===== config.mk =====
export PLATFORM = sky130hd
export DESIGN_NAME = sdram_pd_ctrl
export DESIGN_NICKNAME = d
export VERILOG_FILES = /design/src/rtl/sdram_pd_pkg.sv /design/src/rtl/sdram_pd_idle_timer.sv /design/src/rtl/sdram_pd_span.sv /design/src/rtl/sdram_pd_ctrl.sv
export SDC_FILE = /design/constraint.sdc
export NUM_CORES = 1
export LEC_CHECK = 0
export BUFFER_PORTS_ARGS = -buffer_cell sky130_fd_sc_hd__clkbuf_2
export CORE_MARGIN = 4
export CORE_UTILIZATION = 23
export DETAILED_ROUTE_END_ITERATION = 8
export SYNTH_ARGS = -nofsm -noshare
export SYNTH_HDL_FRONTEND = slang
export SYNTH_HIERARCHICAL = 1
export SYNTH_SLANG_ARGS = --single-unit

===== constraint.sdc =====
create_clock -name clk -period 4.2 [get_ports clk]
set_clock_uncertainty 0.05 [all_clocks]
set_input_delay 0.42 -clock clk [delete_from_list [all_inputs] [get_ports clk]]
set_output_delay 0.42 -clock clk [all_outputs]
set_load 0.02 [all_outputs]

===== src/rtl/sdram_pd_pkg.sv =====
package sdram_pd_pkg;

  typedef enum logic [1:0] {
    ST_ACTIVE = 2'd0,
    ST_DOWN   = 2'd1,
    ST_WAKE   = 2'd2
  } pd_state_t;

  localparam logic [1:0] LP_POWERDOWN = 2'b10;
  localparam logic [3:0] CMD_NOP      = 4'b0111;

  localparam logic [1:0] MEM_SDR   = 2'b00;
  localparam logic [1:0] MEM_LPSDR = 2'b01;
  localparam logic [1:0] MEM_LPDDR = 2'b10;
  localparam logic [1:0] MEM_DDR2  = 2'b11;

endpackage


===== src/rtl/sdram_pd_idle_timer.sv =====
module sdram_pd_idle_timer #(
  parameter int W        = 8,
  parameter int SHORT_LIM = 64,
  parameter int LONG_LIM  = 128
) (
  input  logic       clk,
  input  logic       rst_n,
  input  logic       clr,
  input  logic [1:0] sel,
  output logic       expired
);

  localparam logic [W-1:0] LIM_S = W'(SHORT_LIM);
  localparam logic [W-1:0] LIM_L = W'(LONG_LIM);

  logic [W-1:0] cnt;
  logic [W-1:0] limit;

  always_comb begin
    case (sel)
      2'b01:   limit = LIM_S;
      2'b10:   limit = LIM_L;
      default: limit = '0;   // 00 and reserved 11: enter at once
    endcase
  end

  assign expired = (cnt >= limit);

  always_ff @(posedge clk) begin
    if (!rst_n)        cnt <= '0;
    else if (clr)      cnt <= '0;
    else if (!expired) cnt <= cnt + 1'b1;
  end

  // counter saturates at the active limit, never beyond the longest one
  p_idle_cap_r3: assert property (@(posedge clk) disable iff (!rst_n)
    cnt <= LIM_L);

endmodule


===== src/rtl/sdram_pd_span.sv =====
module sdram_pd_span #(
  parameter int W = 4
) (
  input  logic         clk,
  input  logic         rst_n,
  input  logic         run,
  input  logic [W-1:0] limit,
  output logic         reached
);

  logic [W-1:0] cnt;

  // reached in the limit-th cycle of a run (limit 0 behaves as 1)
  assign reached = run && (({1'b0, cnt} + 1'b1) >= {1'b0, limit});

  always_ff @(posedge clk) begin
    if (!rst_n)        cnt <= '0;
    else if (!run)     cnt <= '0;
    else if (!reached) cnt <= cnt + 1'b1;
  end

  p_span_bound_r6: assert property (@(posedge clk) disable iff (!rst_n)
    (limit != '0) |-> (cnt < limit));

endmodule


===== src/rtl/sdram_pd_ctrl.sv =====
module sdram_pd_ctrl
  import sdram_pd_pkg::*;
#(
  parameter int TCKE      = 3,
  parameter int TXP       = 2,
  parameter int SHORT_LIM = 64,
  parameter int LONG_LIM  = 128
) (
  input  logic       clk,
  input  logic       rst_n,
  input  logic [1:0] lp_mode,
  input  logic [1:0] idle_sel,
  input  logic [1:0] mem_kind,
  input  logic       acc_req,
  output logic       sched_ready,
  input  logic [3:0] cmd_in,
  input  logic       refresh_due,
  input  logic       acc_done,
  output logic       cke,
  output logic [3:0] cmd_out,
  output logic       refresh_grant
);

  localparam int IDLE_W = $clog2(LONG_LIM + 1);
  localparam int SPAN_W = $clog2(((TCKE > TXP) ? TCKE : TXP) + 2);

  pd_state_t st, st_n;
  logic busy, pend;
  logic pd_en, hs, idle_clr, idle_expired, go_down, wake;
  logic res_reached, exit_reached;
  logic [SPAN_W-1:0] res_lim, exit_lim;

  assign pd_en = (lp_mode == LP_POWERDOWN);

  // family-dependent residency and exit spans
  always_comb begin
    case (mem_kind)
      MEM_LPDDR, MEM_DDR2: begin
        res_lim  = SPAN_W'(TCKE);
        exit_lim = SPAN_W'(TXP);
      end
      default: begin   // MEM_SDR, MEM_LPSDR
        res_lim  = SPAN_W'(1);
        exit_lim = SPAN_W'(1);
      end
    endcase
  end

  // scheduler-facing handshake: refresh has priority over access
  assign sched_ready   = (st == ST_ACTIVE) && !busy && !pend;
  assign refresh_grant = (st == ST_ACTIVE) && !busy && pend;
  assign hs            = acc_req && sched_ready;

  assign cke     = (st != ST_DOWN);
  assign cmd_out = (st == ST_ACTIVE) ? cmd_in : CMD_NOP;

  assign idle_clr = (st != ST_ACTIVE) || busy || pend || acc_req || refresh_due;
  assign go_down  = pd_en && !idle_clr && idle_expired;
  assign wake     = acc_req || pend || refresh_due || !pd_en;

  sdram_pd_idle_timer #(
    .W(IDLE_W), .SHORT_LIM(SHORT_LIM), .LONG_LIM(LONG_LIM)
  ) u_idle (
    .clk(clk), .rst_n(rst_n), .clr(idle_clr), .sel(idle_sel),
    .expired(idle_expired)
  );

  sdram_pd_span #(.W(SPAN_W)) u_resid (
    .clk(clk), .rst_n(rst_n), .run(st == ST_DOWN), .limit(res_lim),
    .reached(res_reached)
  );

  sdram_pd_span #(.W(SPAN_W)) u_exit (
    .clk(clk), .rst_n(rst_n), .run(st == ST_WAKE), .limit(exit_lim),
    .reached(exit_reached)
  );

  always_comb begin
    st_n = st;
    case (st)
      ST_ACTIVE: if (go_down)             st_n = ST_DOWN;
      ST_DOWN:   if (wake && res_reached) st_n = ST_WAKE;
      ST_WAKE:   if (exit_reached)        st_n = ST_ACTIVE;
      default:                            st_n = ST_ACTIVE;
    endcase
  end

  always_ff @(posedge clk) begin
    if (!rst_n) begin
      st   <= ST_ACTIVE;
      busy <= 1'b0;
      pend <= 1'b0;
    end else begin
      st   <= st_n;
      busy <= busy ? !acc_done : (hs || refresh_grant);
      pend <= refresh_due || (pend && !refresh_grant);
    end
  end

  p_nop_asleep_r5: assert property (@(posedge clk) disable iff (!rst_n)
    !cke |-> (cmd_out == CMD_NOP) && !sched_ready);

  p_fall_needs_mode_r1: assert property (@(posedge clk) disable iff (!rst_n)
    $fell(cke) |-> ($past(lp_mode) == LP_POWERDOWN));

  p_no_fall_busy_r10: assert property (@(posedge clk) disable iff (!rst_n)
    $fell(cke) |-> !$past(busy));

  p_grant_excl_r8: assert property (@(posedge clk) disable iff (!rst_n)
    refresh_grant |-> !sched_ready);

  p_wake_nop_r7: assert property (@(posedge clk) disable iff (!rst_n)
    $rose(cke) |-> (cmd_out == CMD_NOP) && !sched_ready);

endmodule


==> flow_metrics.env, run 1 <==
export IMPL_crit_top_cell="ha_1"
export IMPL_ctsResizeCount=0
export IMPL_clock_latency_ns=0.24
export IMPL_htree_num_levels=1
export IMPL_synth_top_family_by_area="simple AND/OR/NAND/NOR gates"
export IMPL_fmax_mhz=473
export IMPL_cap_violations=0
export IMPL_initial_core_util=0.239
export IMPL_synth_top_area_cell="dfxtp_1"
export IMPL_post_cts_buffers=0
export IMPL_drive_above_1_share=0.173
export IMPL_synthAdderAreaFrac=0.121
export IMPL_regToRegSetupSlack_ns=2.09
export IMPL_synth_avg_cell_area_um2=8.25
export IMPL_crit_chain="ha_1 > xor2_1 > ha_1 > o21ai_0 > o21ai_1 > and2_2 > inv_1 > a211oi_1 > o21a_1"
export IMPL_holdBufCountCts=0
export IMPL_wl_per_cell_um=9.31
export IMPL_setup_violations=0
export IMPL_p_per_area_mw_per_mm2=236
export IMPL_fin_util=0.275
export IMPL_grt_first_pass_wirelength_um=4080
export IMPL_swShare=0.237
export IMPL_finalMaxSlewViolations=0
export IMPL_async_flop_share=0
export IMPL_seqCellArea_um2=360
export IMPL_power_leakage_nw=0.584
export IMPL_dp_hpwl_um=1770
export IMPL_p_int_w=0.000257
export IMPL_viasPerCell=4.24
export IMPL_drt_iter0_markers=31
export IMPL_synth_area_top_cells="dfxtp_1, ha_1, mux2i_1"
export IMPL_ys_seq_elements=18
export IMPL_syn_inst=150
export IMPL_p_clk_frac=0.341
export IMPL_diodes=0
export IMPL_combinationalPowerShare=0.137
export IMPL_arrival_ns=2.26
export IMPL_required_ns=4.34
export IMPL_post_route_period_util=0.503
export IMPL_io_pins=22
export IMPL_path_clk_slew_ns=0.06
export IMPL_port_buffers=20
export IMPL_cts_buffers=3
export IMPL_p_switching_w=0.0000799
export IMPL_crit_path_start="u_resid/cnt[0]"
export IMPL_max_slew_margin_rel=0.388
export IMPL_worstSetupPathType="register to register"
export IMPL_p_total_w=0.000336
export IMPL_grt_antenna_before_repair=0
export IMPL_multi_input_area_um2=778
export IMPL_worstHoldStart="refresh_due"
export IMPL_hold_violations=0
export IMPL_slowest_delay_ns=0.35
export IMPL_worst_slew_pin_slew_ns=0.916
export IMPL_cts_path_max_buffers=2
export IMPL_rsz0062_at_grt="no"
export IMPL_crit_buf_inv=1
export IMPL_synth_distinct_cells=39
export IMPL_fin_ws_ns=2.09
export IMPL_synth_enable_flop_cells=0
export IMPL_place_ws_ns=2.03
export IMPL_reg2reg_from="u_resid/cnt[0]"
export IMPL_tritoncts="built"
export IMPL_synth_simple_area_share=0.300
export IMPL_yosys_warnings=6
export IMPL_critPathLaunchType="register"
export IMPL_ys_flop_type="dfxtp_1"
export IMPL_cp_end_kind="register"
export IMPL_grt_max_degree=16
export IMPL_dieHeight_um=81.4
export IMPL_routed_wl_um=2220
export IMPL_cpMaxStageDelayCell="dfxtp_1"
export IMPL_netlist_area_mm2=0.00124
export IMPL_drc=0
export IMPL_drt_first_pass_iters=4
export IMPL_nets=197
export IMPL_ant_nets=0
export IMPL_cts_root_buf="clkbuf_8"
export IMPL_core_area_mm2=0.00517
export IMPL_synth_xor_area_share=0.0283
export IMPL_fillers=560
export IMPL_status="finished, final reports clean"
export IMPL_row_count=26
export IMPL_overflow=0
export IMPL_whs_ns=0.368
export IMPL_hp_class="input port to register"
export IMPL_ys_seq_area_frac=0.291
export IMPL_netlist_area_leader_share=0.291
export IMPL_gp_congestion=0.741
export IMPL_syn_to_final_growth_pct=15.1
export IMPL_vdd_drop_max_v=0.000112
export IMPL_via_count=1008
export IMPL_crit_family="compound AO/OA/AOI/OAI gates"
export IMPL_fin_setup_tns_ns=0
export IMPL_power_share_sequential=0.521
export IMPL_clkSinkCount=18
export IMPL_dieArea_mm2=0.00662
export IMPL_grt_pass1_vias=993
export IMPL_muxShareOfSynthArea=0.0647
export IMPL_worst_path_max_fanout=5
export IMPL_finalCriticalPeriod_ns=2.11
export IMPL_synth_compound_area_share=0.105
export IMPL_grt_total_usage=0.0767
export IMPL_die_w_um=81.4
[layer usage]
| layer | share of wire | GRT usage |
|---|---|---|
| met4 | 0.013 | 0.0405 |
| met2 | 0.47 | 0.133 |
| met1 | 0.49 | 0.0912 |
| met5 | 0 | 0 |
| met3 | 0.027 | 0.00998 |
[metrics by stage]
| step | cell area (um^2) | instances |
|---|---|---|
| floorplan | 1240 | 151 |
| global placement | 1380 | 235 |
| detailed placement | 1380 | 235 |
| CTS | 1420 | 238 |
| global route | 1420 | 238 |
| finish | 1420 | 238 |
[final cells by class]
type                    count  share of cell area
clock buffers               3              0.0290
inverters                  15              0.0395
multi-input cells         112               0.547
flip-flops and latches     18               0.253
well taps                  70              0.0615
repair buffers             20              0.0703
[worst register-to-register path, stage by stage, from the launching register on]
cell	delay, ns
dfxtp_1	0.35
ha_1	0.24
xor2_1	0.14
ha_1	0.27
o21ai_0	0.07
o21ai_1	0.33
and2_2	0.21
inv_1	0.05
a211oi_1	0.20
o21a_1	0.15
[synthesized netlist by cell type, types with 3 or more instances]
library cell  count
nor3b_1           3
nor2_1            7
nand3_1           3
or3_1             7
mux2i_1           8
xor2_1            4
ha_1             12
nand2b_1          7
nand2_1          16
a21oi_1           4
o21ai_0           4
inv_1            15
nor4_1            4
buf_6             3
dfxtp_1          18
nor2b_1           4
[power by group through the flow]
stage | clock network (W) | logic [W] | registers [W]
detailed placement | 0 | 0.0000467 | 0.000179
global placement | 0 | 0.0000461 | 0.000179
finish | 0.000115 | 0.0000462 | 0.000175
CTS | 0.000124 | 0.0000468 | 0.000175
floorplan | 0 | 0.0000341 | 0.000178
global route | 0.000128 | 0.0000527 | 0.000176
[cells in the final DEF, fill, tap and decap left out, drive strengths merged, types with 5 or more instances in the layout]
cell / n
nor2b: 5
clkbuf: 23
dfxtp: 18
nor2: 7
o21ai: 6
inv: 15
nand2: 16
or3: 7
nand2b: 7
ha: 12
mux2i: 8
[sequential cells by signal, indices dropped and copies added (netlist names)]
signal       cells
u_idle/cnt       8
u_exit/cnt       3
u_resid/cnt      3
st               2
busy             1
pend             1
[logic make-up after synthesis]
logic type / Yosys count
simple gates: 65
buf+inv: 21
compound gates: 20
flops: 18
fa+ha+maj: 12
mux: 8
xor+xnor: 4
other cells: 2
[path summary, 6_finish.rpt]
| kind | to | cells past startpoint |
|---|---|---|
| worst max-delay path | st[1] | 9 |
| worst min-delay path | pend | 3 |
| worst max register to register | st[1] | 9 |
| worst min register to register | u_idle/cnt[7] | 2 |
Note: power is estimated with default switching activity, not from simulation.
==> run 2, diff against run 1 <==
Clock period 4.2 ns to 1.9 ns, I/O delays scaled along.
==> flow_metrics.env, run 2 (synthesis results as in run 1) <==
export IMPL_cp_end_kind="register"
export IMPL_worstHoldStart="refresh_due"
export IMPL_fin_util=0.297
export IMPL_fmax_mhz=555
export IMPL_required_ns=2.02
export IMPL_clock_latency_ns=0.25
export IMPL_status="finished, final reports clean"
export IMPL_grt_antenna_before_repair=0
export IMPL_gp_congestion=0.764
export IMPL_crit_buf_inv=1
export IMPL_post_route_period_util=0.949
export IMPL_dieHeight_um=81.4
export IMPL_p_switching_w=0.000200
export IMPL_power_share_sequential=0.472
export IMPL_worstRegToRegCells=8
export IMPL_power_leakage_nw=0.641
export IMPL_layout_commonest_cell="clkbuf_2"
export IMPL_cap_violations=0
export IMPL_htree_num_levels=1
export IMPL_ant_nets=0
export IMPL_largest_register_ffs=8
export IMPL_diodes=0
export IMPL_busiest_layer="met2"
export IMPL_p_per_area_mw_per_mm2=533
export IMPL_worst_path_max_fanout=3
export IMPL_fin_setup_tns_ns=0
export IMPL_crit_chain="ha_4 > ha_1 > o21ai_2 > o21ai_2 > and2_2 > inv_1 > nand2_1 > a311oi_1"
export IMPL_arrival_ns=1.92
export IMPL_cpMaxStageDelayCell="dfxtp_1"
export IMPL_tritoncts="built"
export IMPL_io_pins=22
export IMPL_cts_buffers=3
export IMPL_place_area_mm2=0.00144
export IMPL_combinationalPowerShare=0.141
export IMPL_final_cell_area_mm2=0.00154
export IMPL_finalMaxSlewViolations=0
export IMPL_row_count=26
export IMPL_drt_first_pass_iters=4
export IMPL_min_to="pend"
export IMPL_port_buffers=20
export IMPL_wl_per_cell_um=9.34
export IMPL_setup_violations=0
export IMPL_nets=205
export IMPL_grt_max_degree=16
export IMPL_drive_above_1_share=0.260
export IMPL_cts_root_buf="clkbuf_8"
export IMPL_final_cell_mix="clkbuf_2, dfxtp_1, nand2_1, inv_1, ha_1"
export IMPL_hp_class="input port to register"
export IMPL_syn_to_final_growth_pct=24.3
export IMPL_rr_endpoint="st[0]"
export IMPL_use_met1=0.100
export IMPL_grt_pass1_vias=927
export IMPL_regMostFlops="u_idle/cnt"
export IMPL_drt_iter0_markers=19
export IMPL_swShare=0.243
export IMPL_fin_ws_ns=0.0968
export IMPL_dieArea_mm2=0.00662
export IMPL_cts_path_max_buffers=2
export IMPL_dp_hpwl_um=1840
export IMPL_p_int_w=0.000620
export IMPL_drc=0
export IMPL_finalCriticalPeriod_ns=1.80
export IMPL_die_w_um=81.4
export IMPL_p_clk_frac=0.387
export IMPL_crit_top_cell="o21ai_2"
export IMPL_grt_use_met2=0.114
export IMPL_rsz0062_at_grt="no"
export IMPL_viasPerCell=4.23
export IMPL_clkSinkCount=18
export IMPL_largestRegisters="u_idle/cnt: 8 flops, u_exit/cnt: 3 flops, u_resid/cnt: 3 flops"
export IMPL_hold_violations=0
export IMPL_slowest_delay_ns=0.38
export IMPL_crit_family="adder cells"
export IMPL_reg2reg_from="u_resid/cnt[0]"
export IMPL_via_count=1046
export IMPL_regToRegSetupSlack_ns=0.1
export IMPL_place_ws_ns=-0.0137
export IMPL_core_area_mm2=0.00517
export IMPL_use_met3=0.00998
export IMPL_grt_total_usage=0.0745
export IMPL_grt_first_pass_wirelength_um=3940
export IMPL_hold_depth=3
export IMPL_vdd_drop_max_v=0.000346
export IMPL_path_clk_slew_ns=0.07
export IMPL_initial_core_util=0.239
export IMPL_worstSetupPathType="register to register"
export IMPL_routed_wl_um=2310
export IMPL_critPathLaunchType="register"
export IMPL_overflow=0
-- run 2: cell types whose count changed in the layout (fill, tap and decap cells not counted), moves of 2 or more --
| cell | change |
|---|---|
| buf_4 | +8 |
| o21ai_2 | +3 |
| o21ai_0 | -2 |
| nor3b_2 | +2 |
| nor3b_1 | -2 |
-- run 2: area by class of cell --
cell class / count / area, um^2
well taps: 70 / 87.6
fillers: 577 / 3630
inverters: 15 / 56.3
clock buffers: 4 / 55.1
repair buffers: 28 / 160
flip-flops and latches: 18 / 362
multi-input cells: 112 / 817
-- run 2: power groups by stage --
stage	clock network [W]	logic (W)	registers, W
after floorplan	0	0.0000760	0.000394
after global placement	0	0.000110	0.000395
after global routing	0.000348	0.000129	0.000388
after CTS	0.000333	0.000112	0.000387
final	0.000317	0.000115	0.000387
after detailed placement	0	0.000111	0.000396
-- run 2: routing by layer --
metal  vias to the layer above  wire length, um
li1                        566                -
met1                       467             1150
met2                         9             1070
met3                         4               43
met4                         0               46
met5                         -                0
-- run 2: what timing repair did --
item                                    4_1_cts  5_1_grt
endpoints found under the setup margin        2        3
pin swaps                                     0        2
hold buffers                                  0        0
resized for setup                             3        6
buffers inserted                              0        1
-- run 2: worst max-delay path by stage --
| stage | start | endpoint | slack (ns) | cells past startpoint |
|---|---|---|---|---|
| detailed placement | u_resid/cnt[1] | st[0] | -0.01 | 8 |
| finish | u_resid/cnt[0] | st[0] | 0.1 | 8 |
| floorplan | u_resid/cnt[0] | st[1] | 0.05 | 9 |
| global route | u_resid/cnt[0] | st[1] | 0.0003 | 9 |
| CTS | u_resid/cnt[1] | st[0] | 0.02 | 8 |
| global placement | u_resid/cnt[1] | st[1] | 0.02 | 9 |
-- run 2: worst min-delay path, cell delays in order --
cell and delay [ns]:
clkbuf_2 0.10, a21oi_1 0.04, nor2_1 0.07
-- run 2: per-stage QoR --
step,instances,hold slack (ns),total power (W)
finish,247,0.129,0.000819
global route,247,0.159,0.000865
CTS,246,0.131,0.000832
detailed placement,242,0.388,0.000507
global placement,242,0.390,0.000505
floorplan,151,0.257,0.000470
